===== src/rtl/lane_perm_pkg.sv =====
package lane_perm_pkg;
    localparam int LANE_W  = 32;
    localparam int LANES   = 4;
    localparam int VEC_W   = LANE_W * LANES;
    localparam int HALF_W  = VEC_W / 2;
    localparam int SEL_W   = $clog2(LANES);
    localparam int IMM_W   = SEL_W * LANES;
    localparam int MASK_W  = 32;

    typedef logic [LANE_W-1:0] lane_t;
    typedef lane_t [LANES-1:0] vec_t;

    typedef enum logic [2:0] {
        OP_SHUF   = 3'd0,
        OP_MIX_HI = 3'd1,
        OP_MIX_LO = 3'd2,
        OP_HI2LO  = 3'd3,
        OP_LO2HI  = 3'd4,
        OP_SIGNS  = 3'd5,
        OP_RSV6   = 3'd6,
        OP_RSV7   = 3'd7
    } perm_op_e;

    function automatic lane_t pick_lane(input vec_t v, input logic [SEL_W-1:0] sel);
        return v[sel];
    endfunction
endpackage


===== src/rtl/lane_shuffle.sv =====
module lane_shuffle
    import lane_perm_pkg::*;
(
    input  vec_t              dest,
    input  vec_t              src,
    input  logic [IMM_W-1:0]  imm,
    output vec_t              res
);
    localparam int LOW_LANES = LANES / 2;
    for (genvar g = 0; g < LANES; g++) begin : g_lane
        logic [SEL_W-1:0] sel;
        assign sel = imm[g*SEL_W +: SEL_W];
        if (g < LOW_LANES) begin : g_from_dest
            assign res[g] = pick_lane(dest, sel);
        end else begin : g_from_src
            assign res[g] = pick_lane(src, sel);
        end
    end
endmodule


===== src/rtl/lane_interleave.sv =====
module lane_interleave
    import lane_perm_pkg::*;
(
    input  vec_t dest,
    input  vec_t src,
    input  logic upper,
    output vec_t res
);
    localparam int BASE_HI = LANES / 2;
    for (genvar g = 0; g < LANES; g++) begin : g_lane
        localparam int PAIR = g / 2;
        if (g % 2 == 0) begin : g_even
            assign res[g] = upper ? dest[BASE_HI + PAIR] : dest[PAIR];
        end else begin : g_odd
            assign res[g] = upper ? src[BASE_HI + PAIR] : src[PAIR];
        end
    end
endmodule


===== src/rtl/half_move.sv =====
module half_move
    import lane_perm_pkg::*;
(
    input  logic [VEC_W-1:0] dest,
    input  logic [VEC_W-1:0] src,
    input  logic             to_low,
    output logic [VEC_W-1:0] res
);
    always_comb begin
        if (to_low) res = {dest[VEC_W-1:HALF_W], src[VEC_W-1:HALF_W]};
        else        res = {src[HALF_W-1:0], dest[HALF_W-1:0]};
    end
endmodule


===== src/rtl/sign_gather.sv =====
module sign_gather
    import lane_perm_pkg::*;
(
    input  vec_t              src,
    output logic [MASK_W-1:0] mask
);
    logic [LANES-1:0] signs;
    for (genvar g = 0; g < LANES; g++) begin : g_sign
        assign signs[g] = src[g][LANE_W-1];
    end
    assign mask = {{(MASK_W-LANES){1'b0}}, signs};
endmodule


===== src/rtl/lane_perm_unit.sv =====
module lane_perm_unit
    import lane_perm_pkg::*;
(
    input  logic         clk,
    input  logic         rst,
    input  logic         in_valid,
    input  logic [2:0]   in_op,
    input  logic [7:0]   in_imm,
    input  logic [127:0] in_dest,
    input  logic [127:0] in_src,
    output logic         out_valid,
    output logic [127:0] out_result,
    output logic [31:0]  out_mask
);
    vec_t dest_v, src_v, shuf_v, mix_v;
    logic [VEC_W-1:0] move_v;
    logic [MASK_W-1:0] sign_m;
    perm_op_e op;
    logic [VEC_W-1:0] next_res;
    logic [MASK_W-1:0] next_mask;

    assign dest_v = vec_t'(in_dest);
    assign src_v  = vec_t'(in_src);
    assign op     = perm_op_e'(in_op);

    lane_shuffle u_shuf (.dest(dest_v), .src(src_v), .imm(in_imm), .res(shuf_v));
    lane_interleave u_mix (.dest(dest_v), .src(src_v), .upper(op == OP_MIX_HI), .res(mix_v));
    half_move u_move (.dest(in_dest), .src(in_src), .to_low(op == OP_HI2LO), .res(move_v));
    sign_gather u_sign (.src(src_v), .mask(sign_m));

    always_comb begin
        next_mask = '0;
        unique case (op)
            OP_SHUF:             next_res = shuf_v;
            OP_MIX_HI, OP_MIX_LO: next_res = mix_v;
            OP_HI2LO, OP_LO2HI:  next_res = move_v;
            OP_SIGNS: begin
                next_res  = in_dest;
                next_mask = sign_m;
            end
            default:             next_res = in_dest;
        endcase
    end

    always_ff @(posedge clk) begin
        if (rst) begin
            out_valid  <= 1'b0;
            out_result <= '0;
            out_mask   <= '0;
        end else begin
            out_valid <= in_valid;
            if (in_valid) begin
                out_result <= next_res;
                out_mask   <= next_mask;
            end
        end
    end

    // Upper interleave ordering
    p_mix_hi_r3: assert property (@(posedge clk) disable iff (rst)
        (in_valid && in_op == 3'd1) |=>
        out_result == {$past(in_src[127:96]), $past(in_dest[127:96]),
                       $past(in_src[95:64]),  $past(in_dest[95:64])});
    // Lower interleave ordering
    p_mix_lo_r4: assert property (@(posedge clk) disable iff (rst)
        (in_valid && in_op == 3'd2) |=>
        out_result == {$past(in_src[63:32]), $past(in_dest[63:32]),
                       $past(in_src[31:0]),  $past(in_dest[31:0])});
    // Upper-to-lower move
    p_hi2lo_r5: assert property (@(posedge clk) disable iff (rst)
        (in_valid && in_op == 3'd3) |=>
        out_result == {$past(in_dest[127:64]), $past(in_src[127:64])});
    // Lower-to-upper move
    p_lo2hi_r6: assert property (@(posedge clk) disable iff (rst)
        (in_valid && in_op == 3'd4) |=>
        out_result == {$past(in_src[63:0]), $past(in_dest[63:0])});
    // Sign gather bits
    p_signs_r7: assert property (@(posedge clk) disable iff (rst)
        (in_valid && in_op == 3'd5) |=>
        out_mask == {28'd0, $past(in_src[127]), $past(in_src[95]),
                     $past(in_src[63]), $past(in_src[31])});
    // Mask silent outside sign gather
    p_mask_quiet_r8: assert property (@(posedge clk) disable iff (rst)
        (in_valid && in_op != 3'd5) |=> out_mask == 32'd0);
    // Reserved codes pass dest
    p_reserved_r9: assert property (@(posedge clk) disable iff (rst)
        (in_valid && in_op[2:1] == 2'b11) |=> out_result == $past(in_dest));
    // Valid latency and hold
    p_valid_lat_r10: assert property (@(posedge clk) disable iff (rst)
        in_valid |=> out_valid);
    p_hold_r10: assert property (@(posedge clk) disable iff (rst)
        !in_valid |=> (!out_valid && $stable(out_result) && $stable(out_mask)));
endmodule


===== config.mk =====
export PLATFORM = sky130hd
export DESIGN_NAME = lane_perm_unit
export DESIGN_NICKNAME = d
export VERILOG_FILES = /design/src/rtl/lane_perm_pkg.sv /design/src/rtl/lane_shuffle.sv /design/src/rtl/lane_interleave.sv /design/src/rtl/half_move.sv /design/src/rtl/sign_gather.sv /design/src/rtl/lane_perm_unit.sv
export SDC_FILE = /design/constraint.sdc
export NUM_CORES = 1
export LEC_CHECK = 0
export ABC_AREA = 1
export BUFFER_PORTS_ARGS = -buffer_cell sky130_fd_sc_hd__buf_2
export CORE_AREA = 2 2 166 168
export DETAILED_ROUTE_END_ITERATION = 12
export DIE_AREA = 0 0 168 170
export PLACE_DENSITY_LB_ADDON = 0.08
export REMOVE_ABC_BUFFERS = 1
export SLEW_MARGIN = 20
export SYNTH_ARGS = -nofsm -noshare
export SYNTH_HDL_FRONTEND = slang
export SYNTH_SLANG_ARGS = --single-unit

===== constraint.sdc =====
create_clock -name clk -period 1.7 [get_ports clk]
set_input_delay 0.255 -clock clk [delete_from_list [all_inputs] [get_ports clk]]
set_output_delay 0.255 -clock clk [all_outputs]
set_load 0.02 [all_outputs]

==> flow_summary.json, run 1 <==
{
  "result_of_the_run": "completed",
  "worst-path-buf-inv": 1,
  "cts.clk_slew.worst_paths_ps": 70,
  "ff2ff_path_depth": 2,
  "worst_hold_startpoint": "in_src[63]",
  "max_stage_delay_ps": 440,
  "grt_start_max_net_pins": 70,
  "rsz0062_at_grt": "no",
  "critical-path-top-delay-family": "flip-flops",
  "die_w_um": 168,
  "crit-reg2reg-capture": "out_result[107]$_SDFFE_PP0P_",
  "synth.largest_area_cell": "sky130_fd_sc_hd__dfxtp_1",
  "detailroute.via_count": 18557,
  "place_hpwl_um": 40100,
  "critical_path_arrival_ps": 1080,
  "cellInternalPower_mw": 7.41,
  "die_area_um2": 28600,
  "tritoncts": "built",
  "rows": 60,
  "synth-seq-cells": 133,
  "p_leak_nw": 8.75,
  "final.period_utilization_pct": 78.4,
  "cp_slowest_cell": "sky130_fd_sc_hd__dfxtp_1",
  "switching_power_mw": 4.33,
  "post_synth_main_area_contributors": "sky130_fd_sc_hd__dfxtp_1 20%, sky130_fd_sc_hd__nand2_1 20%, sky130_fd_sc_hd__o21ai_0 13%",
  "wl_um": 58800,
  "final_worst_slack_ps": 367,
  "grt_remaining_overflow": 0,
  "post_synth_instance_area_um2": 13200,
  "cts_num_sinks": 133,
  "vias_in_the_first_global_route": 16823,
  "timing.final.hold_violations": 0,
  "cts-htree-levels": 4,
  "endpoint_kind": "output pin",
  "avgRoutedWirePerCell_um": 18.6,
  "areaGrowthSynthToFinish_pct": 25.9,
  "synth_top_flop_cell": "sky130_fd_sc_hd__dfxtp_1",
  "hold_class": "input port to flip-flop",
  "final_period_minus_worst_setup_slack_ps": 1330,
  "post_synth_most_frequent_cells": "708 x sky130_fd_sc_hd__nand2_1, 336 x sky130_fd_sc_hd__o21ai_0, 305 x sky130_fd_sc_hd__nor2_1, 232 x sky130_fd_sc_hd__inv_1, 225 x sky130_fd_sc_hd__nand3_1",
  "worst-slew-pin-transition_ps": 754,
  "worstPathRequired_ps": 1440,
  "crit_type": "flip-flop to output pin",
  "async_flop_share_pct": 0,
  "groute.usage.overall_pct": 39.5,
  "worstHoldPathCells": 3,
  "worst_setup_path_startpoint": "out_result[107]$_SDFFE_PP0P_",
  "critical_path.reg2reg.startpoint": "out_result[107]$_SDFFE_PP0P_",
  "placed_cells_incl_taps": 3126,
  "worstSkewPairLatency_ps": 430,
  "cp_cell_sequence": "buf_2",
  "grt_first_pass_wirelength_um": 89500,
  "route.detailed.vias_per_inst": 5.86,
  "syn_avg_cell_area_um2": 5.31,
  "yosys_warnings": 0,
  "layout.cell_area.non_filler_um2": 16700,
  "max-cap-violations": 0,
  "post_cts.resized_instances": 0,
  "synth_enable_flop_cells": 0,
  "placed_cell_area_um2": 16000,
  "rrSetupSlack_ps": 920,
  "power.density_nw_per_um2": 705,
  "maxSlewHeadroom_pct": 49.5,
  "total_power_mw": 11.7,
  "cts.hold.buffers_added": 0,
  "setup_viol_count_final": 0,
  "seq_power_share_pct": 29.9,
  "buffer_ports.inserted": 402,
  "comb_pwr_share_pct": 33.9,
  "detailedPlace.worstSlack_ps": 36.7,
  "drt_pre_antenna_iters": 6,
  "floorplan.initialDensity_pct": 49.7,
  "timing.final.max_slew_violations": 0,
  "max_clock_freq_ghz": 0.750,
  "clock_tree_buffer_depth": 2,
  "synthesis.instances": 2490,
  "design.final.nets": 3074,
  "routabilityCongestion": 0.923,
  "synthDistinctLibCells": 22,
  "ant_nets": 0,
  "vdd_ir_drop_max_mv": 0.605,
  "setup_total_negative_slack_ps": 0,
  "hold_path_end": "out_mask[1]$_SDFFE_PP0P_",
  "initial_antenna_violation_count": 15,
  "whs_ps": 93.1,
  "final_cell_count_no_fill": 3167,
  "synth_largest_type_area_fraction_pct": 20.1,
  "post-route-drc-count": 0,
  "core_area_um2": 26700,
  "drive_above_1_share_pct": 19.3,
  "seq_area_frac_synth_pct": 20.1,
  "power_switching_share_pct": 36.9,
  "post-route-util_pct": 62.5,
  "clock_root_cell": "sky130_fd_sc_hd__clkbuf_16",
  "die-height_um": 170,
  "drt-initial-drc-count": 2479,
  "synthMostInstantiatedCell": "sky130_fd_sc_hd__nand2_1",
  "power_frac_clock_pct": 36.2,
  "timing.clock.skew_ps": 0,
  "critical_path_peak_fanout": 2,
  "start_kind": "flip-flop",
  "numCtsBuffers": 17,
  "io_pins": 431,
  "post_cts.repair.setup_buffers": 0
}
==> logic make-up after synthesis <==
kind of cell | share of synthesized area [%]
other cells | 0.0283
simple gates | 38.6
flops | 20.1
compound gates | 26.4
buf+inv | 14.8
==> cell usage in the layout, fill, tap and decap left out, drive strengths merged <==
cell type  count
inv          240
nand2        709
o211ai       110
a22oi         32
nor3           1
dfxtp        133
bufinv         5
conb          28
nand3        225
nor2         309
clkbuf        18
o21ai        348
diode         11
a21oi        138
buf          492
clkinvlp       2
nand3b        18
clkinv         7
==> cell type report <==
type,instances,area (um2)
Clock buffer,18,439
Antenna cell,11,27.5
Clock inverter,12,205
Fill cell,2733,9990
Tap cell,341,427
Multi-Input combinational cell,1918,8750
Inverter,242,908
Sequential cell,133,2660
Timing Repair Buffer,492,3240
==> routing by layer <==
| layer | vias to the layer above | share of wire, % | global-route usage, % |
|---|---|---|---|
| met5 | - | 0.13 | 0 |
| met4 | 12 | 5.8 | 23.9 |
| met3 | 287 | 13 | 8.91 |
| met2 | 1384 | 45 | 64.0 |
| met1 | 8192 | 36 | 47.9 |
| li1 | 8682 | - | - |
==> worst max-delay path by stage <==
stage | end | cells after the start | slack, ps
final | out_result[107] | 1 | 370
after global routing | out_result[120]$_SDFFE_PP0P_ | 10 | 340
after CTS | out_result[107] | 1 | 380
after detailed placement | out_result[28]$_SDFFE_PP0P_ | 9 | 40
after global placement | out_result[28]$_SDFFE_PP0P_ | 9 | 60
after floorplan | out_result[107]$_SDFFE_PP0P_ | 8 | -3650
==> registers in the layout (all words and copies together), names as in the netlist <==
name / count
out_result: 128
out_mask: 4
out_valid: 1
==> power groups by stage <==
stage | registers [mW] | logic [mW] | clock network [mW]
final | 3.51 | 3.98 | 4.25
after global routing | 3.53 | 4.34 | 4.40
after CTS | 3.50 | 3.90 | 4.27
after detailed placement | 3.57 | 3.88 | 0
after global placement | 3.57 | 3.82 | 0
after floorplan | 3.85 | 1.73 | 0
No activity file was read; power rests on OpenSTA's default activity.
==> run 2: changes to the inputs <==
ABC_AREA = 0   (was 1)
CORE_AREA = 2 2 169 171   (was 2 2 166 168)
DIE_AREA = 0 0 171 173   (was 0 0 168 170)
clock period = 1.1 ns   (was 1.7 ns; I/O delays follow)
==> run 2 against run 1 <==
- the run now ends with setup timing left
- design area increased by 6.1%
- synthesized cell count is 49% lower
- clock power up 51%
- core utilization is 1.4 points higher
- setup slack worse by 400 ps
- combinational power rose by 70%
- clock-buffer cell count grew 2
- wire length down 6.3%
- final cell count fell by 34%
- largest cell class unchanged
==> flow_summary.json, run 2 <==
{
  "route.detailed.vias_per_inst": 6.64,
  "core_area_um2": 27600,
  "synth.area.mux_share_pct": 29.7,
  "crit_path_capture": "out_result[108]$_SDFFE_PP0P_",
  "top_regs": "out_result (128), out_mask (4), out_valid (1)",
  "wl_um": 55100,
  "post-route-drc-count": 0,
  "detailedPlace.worstSlack_ps": -475,
  "grt_remaining_overflow": 0,
  "layout.cell_area.non_filler_um2": 17700,
  "syn_avg_cell_area_um2": 9.54,
  "cts.clk_slew.worst_paths_ps": 70,
  "crit_type": "input port to flip-flop",
  "start_kind": "input port",
  "post_synth_most_frequent_cells": "161 x sky130_fd_sc_hd__nand2_1, 133 x sky130_fd_sc_hd__dfxtp_1, 128 x sky130_fd_sc_hd__mux4_2, 101 x sky130_fd_sc_hd__nor2_1",
  "grt_start_max_net_pins": 48,
  "final.period_utilization_pct": 103,
  "critical_path_arrival_ps": 1450,
  "avgRoutedWirePerCell_um": 26.3,
  "routabilityCongestion": 0.917,
  "synthMostInstantiatedCell": "sky130_fd_sc_hd__nand2_1",
  "violations": "setup timing",
  "rows": 61,
  "ant_nets": 0,
  "timing.clock.skew_ps": 0,
  "worstPathRequired_ps": 1410,
  "cts_num_sinks": 133,
  "max_stage_delay_ps": 390,
  "numCtsBuffers": 17,
  "critical_path.reg2reg.startpoint": "out_result[126]$_SDFFE_PP0P_",
  "io_pins": 431,
  "drive_above_1_share_pct": 57.0,
  "timing.final.max_slew_violations": 0,
  "detailroute.via_count": 13943,
  "p_leak_nw": 6.91,
  "yosys_warnings": 0,
  "main_combinational_cell_family_by_area_after_synthesis": "multiplexers",
  "grt_first_pass_wirelength_um": 77800,
  "async_flop_share_pct": 0,
  "cts-htree-levels": 4,
  "post_synth_instance_area_um2": 12100,
  "critical-path-top-delay-family": "compound AO/OA/AOI/OAI gates",
  "areaGrowthSynthToFinish_pct": 45.5,
  "synth_fa_ha_area_share_pct": 0.0927,
  "synth_enable_flop_cells": 0,
  "floorplan.initialDensity_pct": 43.9,
  "simple_gate_fraction_of_synth_area_pct": 17.6,
  "worstSkewPairLatency_ps": 440,
  "place_hpwl_um": 36100,
  "vias_in_the_first_global_route": 12946,
  "nFillCells": 2374,
  "clock_tree_buffer_depth": 2,
  "ff2ff_path_depth": 3,
  "worst-path-buf-inv": 2,
  "drt_pre_antenna_iters": 6,
  "seq_area_frac_synth_pct": 21.9,
  "result_of_the_run": "finished, violations left",
  "die_w_um": 171,
  "cp_cell_sequence": "buf_16 > maj3_4 > buf_12 > a221oi_1 > a311oi_2",
  "timing.final.hold_violations": 0,
  "synth.largest_area_cell": "sky130_fd_sc_hd__mux4_2",
  "groute.usage.overall_pct": 34.1,
  "synth_top_flop_cell": "sky130_fd_sc_hd__dfxtp_1",
  "design.final.nets": 1971,
  "largest_register": "out_result",
  "buffer_ports.inserted": 402,
  "worst_setup_path_startpoint": "in_op[1]",
  "final_period_minus_worst_setup_slack_ps": 1140,
  "final_worst_slack_ps": -36.1,
  "synth_largest_type_area_fraction_pct": 23.7,
  "die_area_um2": 29600,
  "max_clock_freq_ghz": 0.880,
  "synthesis.instances": 1273,
  "synthDistinctLibCells": 35,
  "crit-reg2reg-capture": "out_result[126]$_SDFFE_PP0P_",
  "endpoint_kind": "flip-flop",
  "tritoncts": "built",
  "die-height_um": 173,
  "setup_viol_count_final": 2,
  "post_synth_main_area_contributors": "sky130_fd_sc_hd__mux4_2 24%, sky130_fd_sc_hd__dfxtp_1 22%, sky130_fd_sc_hd__a311oi_1 6.9%",
  "max-cap-violations": 0,
  "placed_cell_area_um2": 15300,
  "drt-initial-drc-count": 1441,
  "rsz0062_at_grt": "yes",
  "clock_root_cell": "sky130_fd_sc_hd__clkbuf_16",
  "synth-seq-cells": 133,
  "cts.hold.buffers_added": 0,
  "critical_path_peak_fanout": 21,
  "synth-xor-area-share_pct": 0.0721,
  "cp.depth": 5,
  "setup_total_negative_slack_ps": -40.2,
  "power.density_nw_per_um2": 1060,
  "largest_register_ff_count": 128,
  "cp_slowest_cell": "sky130_fd_sc_hd__maj3_4",
  "initial_antenna_violation_count": 12,
  "whs_ps": 16.0,
  "final_common_cell": "sky130_fd_sc_hd__buf_2",
  "vdd_ir_drop_max_mv": 0.893,
  "synth_compound_area_share_pct": 22.0,
  "hold_class": "input port to flip-flop",
  "rrSetupSlack_ps": 260,
  "most-common-layout-cells": "266 x sky130_fd_sc_hd__buf_2, 175 x sky130_fd_sc_hd__buf_4, 157 x sky130_fd_sc_hd__nand2_1"
}
==> run 2: cells by family (layout without fill, tap and decap cells) <==
| group | after synthesis | in the layout |
|---|---|---|
| multiplexers | 192 | 192 |
| adder cells (fa/ha/maj) | 1 | 1 |
| AO/OA/AOI/OAI | 354 | 354 |
| flip-flops | 133 | 133 |
| other | 1 | 37 |
| buffers and inverters | 191 | 604 |
| XOR/XNOR | 1 | 1 |
| AND/OR/NAND/NOR | 400 | 400 |
==> run 2: area by class of cell <==
class | count | area, um2 | area share [%]
inverter | 1 | 6.26 | 0.0354
clock buffer | 20 | 457 | 2.58
antenna | 9 | 22.5 | 0.127
multi-input combinational | 976 | 8950 | 50.7
tap | 378 | 473 | 2.68
clock inverter | 11 | 173 | 0.977
sequential | 133 | 2810 | 15.9
timing repair buffer | 572 | 4780 | 27.1
==> run 2: power by group <==
| part | switching [mW] | internal, mW |
|---|---|---|
| registers | 0.277 | 5.26 |
| logic | 3.46 | 3.30 |
| clock network | 2.49 | 3.92 |
| total | 6.23 | 12.5 |
==> run 2: layer usage <==
metal	up-vias	share of wire (%)	global-route usage [%]
li1	5899	-	-
met1	6799	38	45.0
met2	1034	46	53.5
met3	205	12	7.83
met4	6	4.3	14.7
met5	-	0.063	0
==> run 2: how the worst min path moves through the flow <==
stage / start / to / slack (ps) / cells after the start
6_report: in_dest[12] / out_result[12]$_SDFFE_PP0P_ / 20 / 3
4_1_cts: in_dest[80] / out_result[80]$_SDFFE_PP0P_ / 10 / 3
5_1_grt: in_dest[12] / out_result[12]$_SDFFE_PP0P_ / 20 / 3
3_5_place_dp: in_dest[80] / out_result[80]$_SDFFE_PP0P_ / 470 / 3
2_1_floorplan: rst / out_valid$_SDFF_PP0_ / 230 / 1
3_3_place_gp: in_src[63] / out_mask[1]$_SDFFE_PP0P_ / 470 / 3
==> run 2: tightest hold or removal path, cell delays in order <==
cell                       delay, ps
sky130_fd_sc_hd__buf_2           110
sky130_fd_sc_hd__o21ai_0          60
sky130_fd_sc_hd__a311oi_1         80
==> run 2: timing repair <==
item	4_1_cts	5_1_grt
gates resized for setup	219	169
endpoints found under the setup margin	135	152
endpoints found under the hold margin	0	0
buffers inserted	6	20
pin swaps	4	42
cloned	4	11
==> run 2: metrics by stage <==
step / std cells / power (mW) / utilization (%)
floorplan: 1110 / 8.24 / -
global placement: 2021 / 11.3 / 55.3
detailed placement: 2021 / 11.3 / 55.3
CTS: 2062 / 18.0 / 60.0
global route: 2099 / 19.3 / 63.9
finish: 2100 / 18.7 / 63.9
